### src/rtl/fpx_pkg.sv
package fpx_pkg;
    localparam int EXC_W = 5;

    typedef logic [EXC_W-1:0] exc_t;

    typedef enum logic [1:0] {
        ST_IDLE    = 2'd0,
        ST_ADVANCE = 2'd1,
        ST_TRAP    = 2'd2
    } rec_state_t;
endpackage

### src/rtl/fpx_trap_decide.sv
module fpx_trap_decide #(
    parameter int EXC_W = 5
) (
    input  logic [EXC_W-1:0] exc,
    input  logic [EXC_W-1:0] enable,
    output logic             take_trap,
    output logic [EXC_W-1:0] exc_rec
);
    logic [EXC_W-1:0] armed;
    logic [EXC_W-1:0] above;
    logic [EXC_W-1:0] pick;

    assign armed     = exc & enable;
    assign take_trap = |armed;

    // Highest index wins: a bit is kept only when no higher enabled bit is set.
    generate
        for (genvar i = EXC_W - 1; i >= 0; i--) begin : g_prio
            if (i == EXC_W - 1) begin : g_top
                assign above[i] = 1'b0;
            end else begin : g_rest
                assign above[i] = above[i+1] | armed[i+1];
            end
            assign pick[i] = armed[i] & ~above[i];
        end
    endgenerate

    assign exc_rec = take_trap ? pick : exc;
endmodule

### src/rtl/fpx_status_merge.sv
module fpx_status_merge #(
    parameter int FSR_W    = 32,
    parameter int EXC_W    = 5,
    parameter int TEM_LSB  = 23,
    parameter int AEXC_LSB = 5,
    parameter int CEXC_LSB = 0,
    parameter int TT_BIT   = 14
) (
    input  logic [FSR_W-1:0] fsr_in,
    input  logic [EXC_W-1:0] exc_rec,
    input  logic             take_trap,
    output logic [EXC_W-1:0] enable,
    output logic [FSR_W-1:0] fsr_next
);
    assign enable = fsr_in[TEM_LSB +: EXC_W];

    always_comb begin
        fsr_next = fsr_in;
        fsr_next[CEXC_LSB +: EXC_W] = exc_rec;
        if (take_trap) begin
            fsr_next[TT_BIT] = 1'b1;
        end else begin
            fsr_next[AEXC_LSB +: EXC_W] = fsr_in[AEXC_LSB +: EXC_W] | exc_rec;
        end
    end
endmodule

### src/rtl/fpx_pc_step.sv
module fpx_pc_step #(
    parameter int PC_W    = 32,
    parameter int PC_STEP = 4
) (
    input  logic [PC_W-1:0] pc_in,
    input  logic [PC_W-1:0] npc_in,
    input  logic            hold,
    output logic [PC_W-1:0] pc_nx,
    output logic [PC_W-1:0] npc_nx
);
    localparam logic [PC_W-1:0] STEP = PC_W'(PC_STEP);

    assign pc_nx  = hold ? pc_in  : npc_in;
    assign npc_nx = hold ? npc_in : npc_in + STEP;
endmodule

### src/rtl/fp_exc_recorder.sv
module fp_exc_recorder #(
    parameter int FSR_W    = 32,
    parameter int PC_W     = 32,
    parameter int TEM_LSB  = 23,
    parameter int AEXC_LSB = 5,
    parameter int CEXC_LSB = 0,
    parameter int TT_BIT   = 14,
    parameter int PC_STEP  = 4
) (
    input  logic                      clk,
    input  logic                      rst_n,
    input  logic                      exc_valid,
    input  logic [fpx_pkg::EXC_W-1:0] exc_vec,
    input  logic [FSR_W-1:0]          fsr_in,
    input  logic [PC_W-1:0]           pc_in,
    input  logic [PC_W-1:0]           npc_in,
    output logic [FSR_W-1:0]          fsr_out,
    output logic [PC_W-1:0]           pc_out,
    output logic [PC_W-1:0]           npc_out,
    output logic                      trap_req
);
    import fpx_pkg::*;

    rec_state_t       state, state_nx;
    exc_t             enable;
    exc_t             exc_rec;
    logic             take_trap;
    logic [FSR_W-1:0] fsr_nx;
    logic [PC_W-1:0]  pc_nx, npc_nx;

    fpx_status_merge #(
        .FSR_W(FSR_W), .EXC_W(EXC_W), .TEM_LSB(TEM_LSB),
        .AEXC_LSB(AEXC_LSB), .CEXC_LSB(CEXC_LSB), .TT_BIT(TT_BIT)
    ) u_merge (
        .fsr_in(fsr_in), .exc_rec(exc_rec), .take_trap(take_trap),
        .enable(enable), .fsr_next(fsr_nx)
    );

    fpx_trap_decide #(.EXC_W(EXC_W)) u_decide (
        .exc(exc_vec), .enable(enable),
        .take_trap(take_trap), .exc_rec(exc_rec)
    );

    fpx_pc_step #(.PC_W(PC_W), .PC_STEP(PC_STEP)) u_pc (
        .pc_in(pc_in), .npc_in(npc_in), .hold(take_trap),
        .pc_nx(pc_nx), .npc_nx(npc_nx)
    );

    always_comb begin
        unique case ({exc_valid, take_trap})
            2'b10:   state_nx = ST_ADVANCE;
            2'b11:   state_nx = ST_TRAP;
            default: state_nx = ST_IDLE;
        endcase
    end

    always_ff @(posedge clk) begin
        if (!rst_n) state <= ST_IDLE;
        else        state <= state_nx;
    end

    always_ff @(posedge clk) begin
        if (!rst_n) begin
            fsr_out <= '0;
            pc_out  <= '0;
            npc_out <= '0;
        end else if (exc_valid) begin
            fsr_out <= fsr_nx;
            pc_out  <= pc_nx;
            npc_out <= npc_nx;
        end
    end

    assign trap_req = (state == ST_TRAP);
endmodule

### config.mk
export PLATFORM = sky130hd
export DESIGN_NAME = fp_exc_recorder
export DESIGN_NICKNAME = d
export VERILOG_FILES = /design/src/rtl/fpx_pkg.sv /design/src/rtl/fpx_trap_decide.sv /design/src/rtl/fpx_status_merge.sv /design/src/rtl/fpx_pc_step.sv /design/src/rtl/fp_exc_recorder.sv
export SDC_FILE = /design/constraint.sdc
export NUM_CORES = 1
export LEC_CHECK = 0
export ABC_AREA = 1
export BUFFER_PORTS_ARGS = -buffer_cell sky130_fd_sc_hd__buf_2
export CORE_MARGIN = 4
export CORE_UTILIZATION = 40
export CTS_BUF_LIST = sky130_fd_sc_hd__clkbuf_8
export DETAILED_ROUTE_END_ITERATION = 12
export GPL_TIMING_DRIVEN = 0
export PLACE_DENSITY = 0.75
export SLEW_MARGIN = 10
export SYNTH_ARGS = -nofsm -noshare
export SYNTH_HDL_FRONTEND = slang
export SYNTH_SLANG_ARGS = --single-unit
### constraint.sdc
create_clock -name clk -period 1 [get_ports clk]
set_input_delay 0 -clock clk [delete_from_list [all_inputs] [get_ports clk]]
set_output_delay 0 -clock clk [all_outputs]
set_load 0.01 [all_outputs]
==> results.py <==
metrics = {
    "synthesis": {
        "ys_top_cells_by_count": "nand2_1, dfxtp_1, nor2_1, inv_1, nand3_1",
        "netlist_top_cells_area": "dfxtp_1, nand2_1, nor2_1",
        "synth_seq_cells": 98,
        "ys_warn_count": 0,
        "synth_top_area_cell": "dfxtp_1",
        "synth_ff_type": "dfxtp_1",
        "avgSynthCellArea_um2": 7.05,
        "ys_seq_area_share_pct": 41.2,
        "synthMostInstantiatedCell": "nand2_1",
        "syn-cell-area_mm2": 0.00476,
        "synth_fp_nets": 780,
        "synth_top_area_share_pct": 41.2,
        "synth_cell_types": 32,
        "async_flop_share_pct": 0,
        "synth-edff-count": 0,
        "syn_inst": 675,
    },
    "route": {
        "drc_errors": 0,
        "antenna_left": 0,
        "firstDrtPassIters": 5,
        "wire_per_inst_um": 16.3,
        "vias_per_cell": 5.12,
        "dr_total_vias": 5804,
        "routed_wl_um": 18500,
        "drt_iter0_drc": 463,
    },
    "critical_path": {
        "end_kind": "flop",
        "cp_max_fo": 7,
        "cp_data_required_time_ns": 1.29,
        "regToRegStartpoint": "pc_out[0]",
        "worst_path_largest_cell_delay_ns": 0.20,
        "cp_common_cell": "nand2_2",
        "cp_slowest_cell": "nor2_4",
        "endpoint": "npc_out[18]",
        "cp-start-kind": "input port",
        "crit_start": "npc_in[2]",
        "path_cells": "buf_4 -> ha_4 -> nand2_2 -> nor2_4 -> nand2_2 -> nor2_4 -> nand2_2 -> o21ai_1 -> nand3_1 -> nand2_1 -> inv_1",
        "rr_endpoint": "pc_out[0]",
        "crit_arrival_ns": 1.23,
        "setup.worst_path.class": "input port to flop",
        "reg2regPathDepth": 4,
        "regToRegSetupSlack_ns": 0.25,
    },
    "finish": {
        "fin_nets": 1089,
        "area_growth_pct": 51.6,
        "fin_util_pct": 62.7,
        "drive_gt1_share_pct": 28.6,
        "fin_area_mm2": 0.00722,
    },
    "timing": {
        "clock_skew_ns": 0,
        "slew_headroom_pct": 55.6,
        "period_share_pct": 94.2,
        "period_needed_ns": 0.942,
        "timing.fmax_ghz": 1.06,
        "whs_ns": 0.0127,
        "slew_viol_final": 0,
        "fin_setup_tns_ns": 0,
        "tightest_slew_ns": 0.667,
        "setup_viol": 0,
        "hold_violations": 0,
    },
    "floorplan": {
        "start_util_pct": 41.3,
        "fp.dieW_um": 117,
        "io_pins": 201,
        "rows": 39,
        "fp.dieH_um": 117,
        "core_area_mm2": 0.0115,
        "die_area_mm2": 0.0137,
    },
    "power_and_ir_drop": {
        "p_int_mw": 6.34,
        "swShare_pct": 30.4,
        "pwr-share-seq_pct": 47.4,
        "power_mw": 9.10,
        "power.leakage_nw": 3.59,
        "p_comb_share_pct": 23.3,
        "ir_drop_mv": 0.805,
        "clkPwrFrac_pct": 29.3,
        "switchingPower_mw": 2.77,
        "powerDensity_mw_per_mm2": 1260,
    },
    "cts": {
        "cts_tree": "yes",
        "cts_max_path_buffers": 2,
        "cts_buffers": 9,
        "clock_latency_ns": 0.37,
        "cts.sinks": 98,
        "clock-root-buffer": "clkbuf_8",
        "htreeDepth": 3,
        "clk_pin_slew_ns": 0.10,
    },
    "grt": {
        "grt_pass1_wl_um": 28100,
        "grt_max_degree": 17,
        "grt_pass1_vias": 5608,
        "overflow": 0,
        "track_usage_pct": 26.6,
        "grt_antenna_before_repair": 1,
    },
    "worst_hold_path": {
        "hold_path_class": "input port to flop",
    },
    "place": {
        "portBuffers": 194,
        "dpl_cell_area_mm2": 0.00595,
        "place_hpwl_um": 13000,
        "gp_congestion": 0.954,
    },
    "run": {
        "maxCapViolations": 0,
    },
    "status": {
        "status": "finished clean",
    },
}
worst min-delay path by stage:
| stage | cells after the start | end | slack [ns] | from |
|---|---|---|---|---|
| after floorplan | 2 | pc_out[10] | 0.11 | pc_in[10] |
| after global placement | 3 | pc_out[13] | 0.20 | pc_in[13] |
| after detailed placement | 3 | pc_out[13] | 0.20 | pc_in[13] |
| after CTS | 3 | pc_out[26] | 0.0006 | npc_in[26] |
| after global routing | 3 | pc_out[19] | 0.02 | npc_in[19] |
| final | 3 | pc_out[26] | 0.01 | npc_in[26] |
registers in the layout, indices dropped and copies added (netlist names):
register	flops
npc_out	32
fsr_out	32
pc_out	32
state	2
metal layers:
metal	wire length, um	vias to the layer above	track usage [%]
met2	8510	237	42.9
met5	13	-	0
met1	7860	2694	33.7
met3	1470	51	6.74
met4	624	2	11.5
li1	-	2820	-
critical path, delay by kind of cell:
| kind | cells | cell delay [ns] |
|---|---|---|
| AO/OA/AOI/OAI | 1 | 0.12 |
| adder cells (fa/ha/maj) | 1 | 0.15 |
| buffers and inverters | 2 | 0.16 |
| AND/OR/NAND/NOR | 7 | 0.79 |
logic make-up after synthesis:
family          after synthesis  synth area share, %
simple gates                349                 34.0
fa+ha+maj                     1                0.263
flops                        98                 41.2
compound gates              115                 14.0
buf+inv                     102                 8.75
xor+xnor                     10                 1.84
repair_timing:
item | CTS | global route
hold endpoints to repair | 78 | 0
gates resized for setup | 0 | 17
setup endpoints to repair | 1 | 28
pin swaps | 1 | 11
setup buffers | 2 | 7
hold buffers | 94 | 0
cloned | 0 | 1
layout make-up:
class | count | area (um^2)
antenna | 1 | 2.50
buffer | 33 | 168
clock buffer | 10 | 138
clock inverter | 6 | 65.1
fill | 1042 | 4300
inverter | 69 | 259
multi-input combinational | 476 | 2460
sequential | 98 | 1960
tap | 143 | 179
timing repair buffer | 297 | 1980
power groups by stage:
stage          Sequential [mW]  Clock (mW)  Combinational, mW
2_1_floorplan             4.53           0              0.776
3_3_place_gp              4.39           0               1.71
3_5_place_dp              4.40           0               1.73
4_1_cts                   4.31        2.71               2.03
5_1_grt                   4.35        2.85               2.32
6_report                  4.31        2.67               2.12
metrics by stage:
| stage | cells | setup WS [ns] |
|---|---|---|
| final | 1133 | 0.0579 |
| after global routing | 1132 | -0.0169 |
| after CTS | 1124 | 0.0207 |
| after detailed placement | 1012 | -0.402 |
| after global placement | 1012 | -0.389 |
| after floorplan | 675 | -0.0201 |
cell usage in the layout, fill, tap and decap left out, types with 3 or more instances in the layout:
cell	n
nand3_1	50
nand2_1	150
clkbuf_1	13
buf_2	198
nand2_2	10
inv_2	6
nor2_4	13
xnor2_1	3
inv_1	63
dfxtp_1	98
dlygate4sd3_1	94
buf_4	14
o21ai_1	3
clkbuf_2	3
nor2_2	4
clkbuf_8	10
a31oi_1	9
a21oi_2	4
xor2_1	7
o21ai_0	50
nand4_1	21
nand2_4	3
o211ai_1	22
buf_1	6
nor2_1	87
nand3_2	5
a21oi_1	24
Note: power is estimated with default switching activity, not from simulation.
